==> src/rtl/regport_pkg.sv <==
package regport_pkg;

    localparam int unsigned DATA_W = 8;
    localparam int unsigned ADDR_W = 4;

    typedef enum logic [1:0] {
        PH_CMD  = 2'd0,
        PH_WR   = 2'd1,
        PH_RD   = 2'd2,
        PH_HOLD = 2'd3
    } phase_e;

    // Field order follows bit position of the command byte (bit 7 down to 0).
    typedef struct packed {
        logic              burst;
        logic [1:0]        rsvd;
        logic [ADDR_W-1:0] addr;
        logic              rd;
    } cmd_t;

    function automatic cmd_t decode_cmd(input logic [DATA_W-1:0] b);
        return cmd_t'(b);
    endfunction

    function automatic logic addr_ok(input logic [ADDR_W-1:0] a, input int unsigned last);
        return a <= ADDR_W'(last);
    endfunction

endpackage

==> src/rtl/regport_sync.sv <==
module regport_sync #(
    parameter int unsigned STAGES = 2
) (
    input  logic clk,
    input  logic rst,
    input  logic sck,
    input  logic cs_n,
    input  logic sdi,
    output logic sck_rise,
    output logic sck_fall,
    output logic cs_act,
    output logic sdi_s
);
    localparam int unsigned TOP = STAGES - 1;

    logic [STAGES-1:0] sck_p, cs_p, di_p;
    logic              sck_last;

    always_ff @(posedge clk) begin
        if (rst) begin
            sck_p    <= '1;
            cs_p     <= '1;
            di_p     <= '0;
            sck_last <= 1'b1;
        end else begin
            sck_p    <= {sck_p[STAGES-2:0], sck};
            cs_p     <= {cs_p[STAGES-2:0], cs_n};
            di_p     <= {di_p[STAGES-2:0], sdi};
            sck_last <= sck_p[TOP];
        end
    end

    assign sck_rise = sck_p[TOP] & ~sck_last;
    assign sck_fall = ~sck_p[TOP] & sck_last;
    assign cs_act   = ~cs_p[TOP];
    assign sdi_s    = di_p[TOP];

endmodule

==> src/rtl/regport_rxshift.sv <==
module regport_rxshift
    import regport_pkg::*;
(
    input  logic              clk,
    input  logic              rst,
    input  logic              clr,
    input  logic              shift_en,
    input  logic              bit_in,
    output logic              byte_done,
    output logic [DATA_W-1:0] byte_val
);
    localparam int unsigned CW = $clog2(DATA_W);

    logic [DATA_W-2:0] shreg;
    logic [CW-1:0]     cnt;

    assign byte_done = shift_en && (cnt == CW'(DATA_W - 1));
    assign byte_val  = {bit_in, shreg};

    always_ff @(posedge clk) begin
        if (rst || clr) begin
            shreg <= '0;
            cnt   <= '0;
        end else if (shift_en) begin
            shreg <= {bit_in, shreg[DATA_W-2:1]};
            cnt   <= byte_done ? '0 : cnt + 1'b1;
        end
    end

endmodule

==> src/rtl/regport_txshift.sv <==
module regport_txshift
    import regport_pkg::*;
(
    input  logic              clk,
    input  logic              rst,
    input  logic              load,
    input  logic [DATA_W-1:0] load_data,
    input  logic              shift,
    output logic              sdo
);
    logic [DATA_W-1:0] tx;

    always_ff @(posedge clk) begin
        if (rst) begin
            tx  <= '0;
            sdo <= 1'b0;
        end else if (load) begin
            tx <= load_data;
        end else if (shift) begin
            sdo <= tx[0];
            tx  <= {1'b0, tx[DATA_W-1:1]};
        end
    end

    AST_SDO_HOLD: assert property (@(posedge clk) disable iff (rst)
        !$past(shift) |-> $stable(sdo));

endmodule

==> src/rtl/regport_ctrl.sv <==
module regport_ctrl
    import regport_pkg::*;
#(
    parameter int unsigned LAST_REG = 10,
    parameter int unsigned STAT_A   = 5,
    parameter int unsigned STAT_B   = 7
) (
    input  logic              clk,
    input  logic              rst,
    input  logic              cs_act,
    input  logic              byte_done,
    input  logic [DATA_W-1:0] byte_val,
    output phase_e            phase,
    output logic [ADDR_W-1:0] cur_addr,
    output logic [ADDR_W-1:0] we_addr,
    output logic [ADDR_W-1:0] done_addr,
    output logic [DATA_W-1:0] wdata,
    output logic              fetch,
    output logic              we,
    output logic              done
);
    localparam logic [ADDR_W-1:0] STOP_ADDR = ADDR_W'(LAST_REG + 1);

    cmd_t cmd;
    logic burst;

    assign cmd = decode_cmd(byte_val);

    function automatic logic [ADDR_W-1:0] next_addr(input logic [ADDR_W-1:0] a);
        return (a < STOP_ADDR) ? a + 1'b1 : a;
    endfunction

    function automatic logic is_status(input logic [ADDR_W-1:0] a);
        return (a == ADDR_W'(STAT_A)) || (a == ADDR_W'(STAT_B));
    endfunction

    always_ff @(posedge clk) begin
        if (rst || !cs_act) begin
            phase     <= PH_CMD;
            cur_addr  <= '0;
            burst     <= 1'b0;
            fetch     <= 1'b0;
            we        <= 1'b0;
            done      <= 1'b0;
            we_addr   <= '0;
            wdata     <= '0;
            done_addr <= '0;
        end else begin
            fetch <= 1'b0;
            we    <= 1'b0;
            done  <= 1'b0;
            if (byte_done) begin
                unique case (phase)
                    PH_CMD: begin
                        cur_addr <= cmd.addr;
                        burst    <= cmd.burst && (cmd.addr == '0);
                        if (cmd.rd) begin
                            phase <= PH_RD;
                            fetch <= 1'b1;
                        end else begin
                            phase <= PH_WR;
                        end
                    end
                    PH_WR: begin
                        we      <= addr_ok(cur_addr, LAST_REG);
                        we_addr <= cur_addr;
                        wdata   <= byte_val;
                        if (burst) cur_addr <= next_addr(cur_addr);
                        else       phase    <= PH_HOLD;
                    end
                    PH_RD: begin
                        if (burst) begin
                            cur_addr <= next_addr(cur_addr);
                            fetch    <= 1'b1;
                        end else begin
                            phase     <= PH_HOLD;
                            done      <= is_status(cur_addr);
                            done_addr <= cur_addr;
                        end
                    end
                    default: ;
                endcase
            end
        end
    end

    AST_WE_IN_RANGE: assert property (@(posedge clk) disable iff (rst)
        we |-> (we_addr <= ADDR_W'(LAST_REG)));
    AST_WE_SINGLE: assert property (@(posedge clk) disable iff (rst)
        we |=> !we);
    AST_DONE_STATUS: assert property (@(posedge clk) disable iff (rst)
        done |-> is_status(done_addr));
    AST_ABORT_IDLE: assert property (@(posedge clk) disable iff (rst)
        !cs_act |=> (phase == PH_CMD) && !we && !fetch);

endmodule

==> src/rtl/regport_serial.sv <==
module regport_serial
    import regport_pkg::*;
#(
    parameter int unsigned SYNC_STAGES = 2,
    parameter int unsigned LAST_REG    = 10,
    parameter int unsigned STAT_A      = 5,
    parameter int unsigned STAT_B      = 7
) (
    input  logic              clk,
    input  logic              rst,
    input  logic              cs_n,
    input  logic              sck,
    input  logic              sdi,
    output logic              sdo,
    output logic              sdo_oe,
    output logic [ADDR_W-1:0] reg_addr,
    output logic [DATA_W-1:0] reg_wdata,
    output logic              reg_we,
    output logic              reg_re,
    input  logic [DATA_W-1:0] reg_rdata,
    output logic              rd_done,
    output logic [ADDR_W-1:0] rd_done_addr
);
    logic              sck_rise, sck_fall, cs_act, sdi_s;
    logic              byte_done, fetch, addr_valid;
    logic [DATA_W-1:0] byte_val, load_data;
    logic [ADDR_W-1:0] cur_addr, we_addr;
    phase_e            phase;

    regport_sync #(.STAGES(SYNC_STAGES)) u_sync (
        .clk(clk), .rst(rst), .sck(sck), .cs_n(cs_n), .sdi(sdi),
        .sck_rise(sck_rise), .sck_fall(sck_fall), .cs_act(cs_act), .sdi_s(sdi_s)
    );

    regport_rxshift u_rx (
        .clk(clk), .rst(rst), .clr(!cs_act), .shift_en(sck_rise && cs_act),
        .bit_in(sdi_s), .byte_done(byte_done), .byte_val(byte_val)
    );

    regport_ctrl #(.LAST_REG(LAST_REG), .STAT_A(STAT_A), .STAT_B(STAT_B)) u_ctrl (
        .clk(clk), .rst(rst), .cs_act(cs_act), .byte_done(byte_done),
        .byte_val(byte_val), .phase(phase), .cur_addr(cur_addr), .we_addr(we_addr),
        .done_addr(rd_done_addr), .wdata(reg_wdata), .fetch(fetch), .we(reg_we),
        .done(rd_done)
    );

    assign addr_valid = addr_ok(cur_addr, LAST_REG);
    assign load_data  = addr_valid ? reg_rdata : '0;
    assign reg_re     = fetch && addr_valid;
    assign reg_addr   = reg_we ? we_addr : cur_addr;
    assign sdo_oe     = cs_act && (phase == PH_RD);

    regport_txshift u_tx (
        .clk(clk), .rst(rst), .load(fetch), .load_data(load_data),
        .shift(sck_fall && sdo_oe), .sdo(sdo)
    );

    AST_OE_NO_WRITE: assert property (@(posedge clk) disable iff (rst)
        sdo_oe |-> !reg_we);
    AST_RE_NO_WE: assert property (@(posedge clk) disable iff (rst)
        !(reg_re && reg_we));

endmodule

==> config.mk <==
export PLATFORM = sky130hd
export DESIGN_NAME = regport_serial
export DESIGN_NICKNAME = d
export VERILOG_FILES = /design/src/rtl/regport_pkg.sv /design/src/rtl/regport_sync.sv /design/src/rtl/regport_rxshift.sv /design/src/rtl/regport_txshift.sv /design/src/rtl/regport_ctrl.sv /design/src/rtl/regport_serial.sv
export SDC_FILE = /design/constraint.sdc
export NUM_CORES = 1
export LEC_CHECK = 0
export ABC_AREA = 0
export BUFFER_PORTS_ARGS = -buffer_cell sky130_fd_sc_hd__buf_2
export CAP_MARGIN = 30
export CORE_MARGIN = 2
export CORE_UTILIZATION = 45
export DETAILED_ROUTE_END_ITERATION = 6
export PLACE_DENSITY = 0.68
export SYNTH_ARGS = -nofsm -noshare
export SYNTH_HDL_FRONTEND = slang
export SYNTH_SLANG_ARGS = --single-unit
==> constraint.sdc <==
create_clock -name clk -period 2.3 [get_ports clk]
set_clock_uncertainty 0.1 [all_clocks]
set_input_delay 0.46 -clock clk [delete_from_list [all_inputs] [get_ports clk]]
set_output_delay 0.46 -clock clk [all_outputs]
set_load 0.01 [all_outputs]
== After elaboration in Yosys (flattened, before gate mapping) ==
Cells that the tools add are included.
W data, S select, Z words.
Word-level totals
  output and inout port bits: 21
  word-level logic and storage cells: 75
  bits in writable memories: 0
  memories: 0
  flip-flop bits (word level): 52
  input port bits: 13
  latch bits: 0
  bits in read-only memories: 0
Operators by class
  mux-type cells: 14
  add/subtract/negate cells: 2
  reduce and logical (&&, ||, !) cells: 22
  divide/modulo/power cells: 0
  shifts and indexed selects: 0
  equality and inequality tests: 8
  multipliers: 0
  bitwise operators: 10
  $lt $le $gt $ge: 2
Operator list (number)
  $mux W8: 3
  $mux W4: 3
  $eq A4 B3 Y1 const B: 2
  $not A1 Y1: 8
  $pmux W4 S2: 1
  $logic_and A1 B1 Y1: 6
  $reduce_and A2 Y1: 3
  $reduce_and A3 Y1: 2
  $add A4 B1 Y4 const B: 1
  $le A4 B4 Y1 const B: 1
  $logic_not A4 Y1: 1
  $lt A4 B4 Y1 const B: 1
  $mux W2: 2
  $ne A2 B1 Y1 const B: 2
  $pmux W2 S2: 1
  $reduce_and A4 Y1: 1
  $reduce_bool A2 Y1: 2
  $reduce_or A2 Y1: 2
  $reduce_or A4 Y1: 1
  $add A3 B1 Y3 const B: 1
  $eq A3 B3 Y1 const B: 1
  $mux W3: 1
  $reduce_or A3 Y1: 1
  $and A1 B1 Y1: 2
  7 further kinds: 9

== Depth between registers and ports, before layout ==
  depth in word-level cells: 6
  depth in mapped cells: 7
  mapped depth without buffers: 6

== Hierarchy ==
From an unflattened synthesis, not the netlist that was laid out.
Second synthesis, totals
  cells, all modules: 256
  area, all modules: 2396.0 µm²
By module, submodules not included
  regport_ctrl: area an instance 1206.2 µm², sequential area each 520.5 µm², cells an instance 142, times used 1
  regport_txshift: area an instance 440.4 µm², sequential area each 180.2 µm², cells an instance 39, times used 1
  regport_rxshift: area an instance 406.6 µm², sequential area each 200.2 µm², cells an instance 39, times used 1
  regport_sync: area an instance 200.2 µm², sequential area each 140.1 µm², cells an instance 17, times used 1
  regport_serial: area an instance 142.6 µm², sequential area each 0.0 µm², cells an instance 19, times used 1

== Worst setup path after synthesis ==
Ideal clock, no wire load.
  path type: reg2reg
  start point: register u_ctrl.phase[0]
  end point: register u_ctrl.cur_addr[0]
  setup time: 0.128 ns
  stages on the path, launching flop included: 8
  data arrival time: 1.648 ns
  setup slack: 0.425 ns
  period minus slack after synthesis: 1.875 ns
  path through: dfxtp_1 -> inv_1 -> ha_1 -> clkbuf_1 -> o211a_1 -> nor4_4 -> mux2i_1 -> nor2_1
Between the ends
  longest elaborated chain between the ends: 4
  elaborated cells between the ends (all ways): 9
Ends and longest elaborated chain
  from (decl): line regport_ctrl.sv:13  | output phase_e phase,
  from (signal assigned): line regport_ctrl.sv:39  | phase <= PH_CMD;
  from (signal assigned): line regport_ctrl.sv:58  | phase <= PH_RD;
  from (signal assigned): line regport_ctrl.sv:61  | phase <= PH_WR;
  $eq A2 B2 Y1 / $eq A2 B1 Y1 (equally long branches): line regport_ctrl.sv:53  | unique case (phase)
  $reduce_or A2 Y1 (no source line)
  $ne A2 B1 Y1 (no source line) / $reduce_bool A2 Y1 (equally long branches)
  $reduce_and A4 Y1 (no source line)
  to (signal assigned): line regport_ctrl.sv:55  | cur_addr <= cmd.addr;
  to (signal assigned): line regport_ctrl.sv:68  | if (burst) cur_addr <= next_addr(cur_addr);
  to (signal assigned): line regport_ctrl.sv:73  | cur_addr <= next_addr(cur_addr);
  to (decl): line regport_ctrl.sv:14  | output logic [ADDR_W-1:0] cur_addr,
Parallel ways exist; a longest one is shown, timed or not.
A chain may end at the register's enable or synchronous reset.

== Final worst setup path ==
  start point: register u_ctrl.cur_addr[0]
  end point: output port reg_re
Between the ends
  longest elaborated chain between the ends: 2
Ends and longest elaborated chain
  $le A4 B4 Y1: line regport_pkg.sv:26  | return a <= ADDR_W'(last);
  $logic_and A1 B1 Y1: line regport_serial.sv:49  | assign reg_re = fetch && addr_valid;
  to (decl): line regport_serial.sv:19  | output logic reg_re,
No other way between the ends.

==> run summary <==
Least-Margin Pin Slew = 630.8 ps
Vias per cell = 5.063
Leakage = 0.9914 nW
Gpl congestion = 0.7963
CTS tree = done
Setup crit end kind = output pin
Sw Share = 0.2084
Top post-synthesis cells by area = dfxtp_1 (47%), nand2_1 (7.7%), a21oi_1 (6.1%), ha_1 (5.1%), nor2_1 (4.4%)
Synth Warn # = 0
Critical path fanouts, max = 8
Num CTS Buffers = 5
Critical-path top delay cell = dfxtp_2
I/O Buffers = 33
Maximum vdd drop = 0.3381 mV
Worst-path clk slew = 90 ps
Die area = 0.005460 mm2
EDFF count, synth = 0
R2r worst-path depth = 6
Initial antenna violation count = 0
Worst Path Required = 1740 ps
Distinct cell type count of the synthesized netlist = 37
Clock tree buffer depth = 2
H-tree levels = 2
Clock share of power = 0.405
Yosys top cell by area = dfxtp_1
GRT Total Usage = 0.1738
Comb pwr share = 0.018
DRC violations left = 0
Final core occ = 0.5396
Via count of the first global-routing pass = 1,608
Seq cells post-synth = 52
Die H = 73.90 um
Number of top-level pins = 34
First-pass GRT wire length = 7334 um
Overflow left after global routing = 0
P_sw = 327.9 uW
Clock Tree Root = clkbuf_8
Initial Utilization = 0.4654
Cell-internal power = 1.246 mW
Critical path, cell by cell = inv_1 > ha_1 > and3b_1 > a211oi_4 > buf_2
Clock latency on the worst-skew pair = 310 ps
Routed vias = 1,772
Drt first pass iters = 4
Core area = 0.004723 mm2
Net Count, Synth = 273
Layout cells sized above 1 = 0.2191
Final period util = 0.9464
Final ANT Viol Nets = 0
Worst setup path startpoint = u_ctrl.cur_addr[0]
Setup CP Type = reg -> out
Min Tclk post-route = 2177 ps
Number of stages on the worst hold path = 2
Nets = 304
Power, Total = 1.574 mW
Ys flop type = dfxtp_1
Sink Count = 52
Largest net degree at the start of global routing = 35
Final Hold Fails = 0
Post-Synthesis Cells = 251
Reg-to-reg startpoint = u_ctrl.phase[0]
Setup TNS = 0 ps
Post-DP HPWL = 2894 um
Share of the synthesized area in the top cell type = 0.4735
Fillers = 424
CTS Hold Bufs = 0
Hold Crit Class = in -> reg
Die X = 73.90 um
Routed WL = 4356 um
Row count = 25
Power density over the cells = 617.5 mW/mm2
Synth Cell Area = 0.002198 mm2
Wirelength per Cell = 12.45 um
Startpoint types = register
Sequential-to-total area share from yosys stat = 0.4735
Fmax = 0.4594 GHz
Slew Limit Fails = 0
Count of max-cap constraint violations = 0
Area growth syn-to-layout = 15.94%
Synth async-reset ratio = 0
Worst path arrival time = 1620 ps
Final setup vio count = 0
Slew HR = 0.5795
Outcome = finished clean
Hold_sp = cs_n
Mean post-synth cell area = 8.758 um2
RSZ-0062 raised after global routing = false
Slowest stage delay, CP = 370 ps
Antenna cells = 0
DR iter-0 viols = 115
Seq pwr share = 0.577
cell usage in the layout (no fill, tap or decap), drive strengths merged:
| cell type | netlist | final |
|---|---|---|
| bufinv | 0 | 1 |
| nand3 | 1 | 1 |
| o211a | 1 | 1 |
| a21boi | 1 | 1 |
| clkinv | 0 | 2 |
| nand4b | 1 | 1 |
| and3b | 1 | 1 |
| a22oi | 2 | 2 |
| buf | 5 | 39 |
| nand4bb | 1 | 1 |
| a211oi | 4 | 4 |
| nand2 | 45 | 45 |
| dfxtp | 52 | 52 |
| nor4 | 2 | 2 |
| xnor2 | 2 | 2 |
| ha | 9 | 9 |
| mux2i | 8 | 8 |
| nor3 | 13 | 13 |
| o21ai | 2 | 2 |
| mux2 | 2 | 2 |
| a31oi | 1 | 1 |
| or2 | 7 | 7 |
| nor2b | 5 | 5 |
| o2111ai | 1 | 1 |
| nand2b | 3 | 3 |
| o21bai | 1 | 1 |
| and4bb | 2 | 2 |
| clkbuf | 10 | 5 |
| a21oi | 27 | 27 |
| inv | 5 | 5 |
| nand3b | 2 | 2 |
| nand4 | 1 | 1 |
| nor2 | 26 | 26 |
| a221oi | 7 | 7 |
| and2 | 1 | 1 |
sequential cells by signal, indices dropped and copies added (netlist names), 3 cells and up:
| name | flops |
|---|---|
| u_tx.tx | 8 |
| u_rx.cnt | 3 |
| u_ctrl.wdata | 8 |
| u_ctrl.we_addr | 4 |
| u_ctrl.cur_addr | 4 |
| u_rx.shreg | 7 |
| u_ctrl.done_addr | 4 |
worst paths after layout:
check / to / slack (ps)
max reg2reg: u_ctrl.cur_addr[0] / 300
max: reg_re / 120
min: u_sync.cs_p[0] / 230
min reg2reg: u_sync.sck_p[1] / 320
kinds of logic (layout without fill, tap and decap cells):
kind of cell | count (synthesis) | count (layout) | synth area share
AND/OR/NAND/NOR | 111 | 111 | 0.2453
flip-flops | 52 | 52 | 0.4735
AO/OA/AOI/OAI | 47 | 47 | 0.1383
buffers and inverters | 20 | 52 | 0.03699
multiplexers | 10 | 10 | 0.04667
adder cells (fa/ha/maj) | 9 | 9 | 0.05122
XOR/XNOR | 2 | 2 | 0.007970
power groups by stage:
stage | Combinational [mW] | Sequential [mW] | Clock, mW
2_1_floorplan | 0.0164 | 0.928 | 0
3_3_place_gp | 0.0290 | 0.929 | 0
3_5_place_dp | 0.0292 | 0.929 | 0
4_1_cts | 0.0293 | 0.908 | 0.651
5_1_grt | 0.0318 | 0.909 | 0.680
6_report | 0.0286 | 0.908 | 0.637
cell usage after synthesis (2+ instances only):
library cell and instances:
nor2_1 26, o21ai_0 2, and4bb_2 2, nand3b_1 2, nor2b_1 5, mux2i_1 8, dfxtp_1 52, buf_2 5
a221oi_1 7, xnor2_1 2, nand2_1 45, clkbuf_1 10, ha_1 9, or2_2 6, mux2_2 2, inv_1 4
a22oi_1 2, nand2b_1 3, a21oi_1 27, nor3_1 13, a211oi_1 3
per-stage QoR:
step / setup WS (ps) / instances / hold slack (ps) / instance area [um2]
final: 123.2 / 350 / 230.0 / 2549
after CTS: 13.25 / 346 / 222.1 / 2516
after global placement: 361.6 / 338 / 291.4 / 2400
after global routing: 38.96 / 350 / 233.8 / 2549
after detailed placement: 321.7 / 338 / 299.4 / 2400
after floorplan: 424.8 / 251 / 289.5 / 2198
critical path: cells and delay by family, from the launching register on:
kind            cells  cell delay [ps]
fa+ha+maj           1              160
flops               1              370
compound gates      1              300
simple gates        1              210
buf+inv             2              270
layout make-up:
class / instances / area [um2] / share of cell area
Clock inverter: 3 / 47.55 / 0.01865
Multi-Input combinational cell: 179 / 1076 / 0.4222
Timing Repair Buffer: 39 / 210.2 / 0.08247
Sequential cell: 52 / 1044 / 0.4094
Inverter: 5 / 18.77 / 0.007364
Tap cell: 67 / 83.83 / 0.03289
Clock buffer: 5 / 68.82 / 0.02700
what timing repair did:
| item | CTS | global route |
|---|---|---|
| setup endpoints to repair | 0 | 1 |
| endpoints found under the hold margin | 0 | 0 |
| resized for setup | 0 | 2 |
| buffers inserted | 0 | 4 |
per-layer routing:
metal | track usage | wire length [um] | part of all wire | vias to the layer above
met2 | 0.2708 | 2024 | 0.46 | 36
met5 | 0 | 0 | 0 | -
met4 | 0.07273 | 45 | 0.010 | 0
met3 | 0.03429 | 172 | 0.039 | 5
met1 | 0.2343 | 2113 | 0.49 | 810
li1 | - | - | - | 921
No activity file was read; power rests on OpenSTA's default activity.
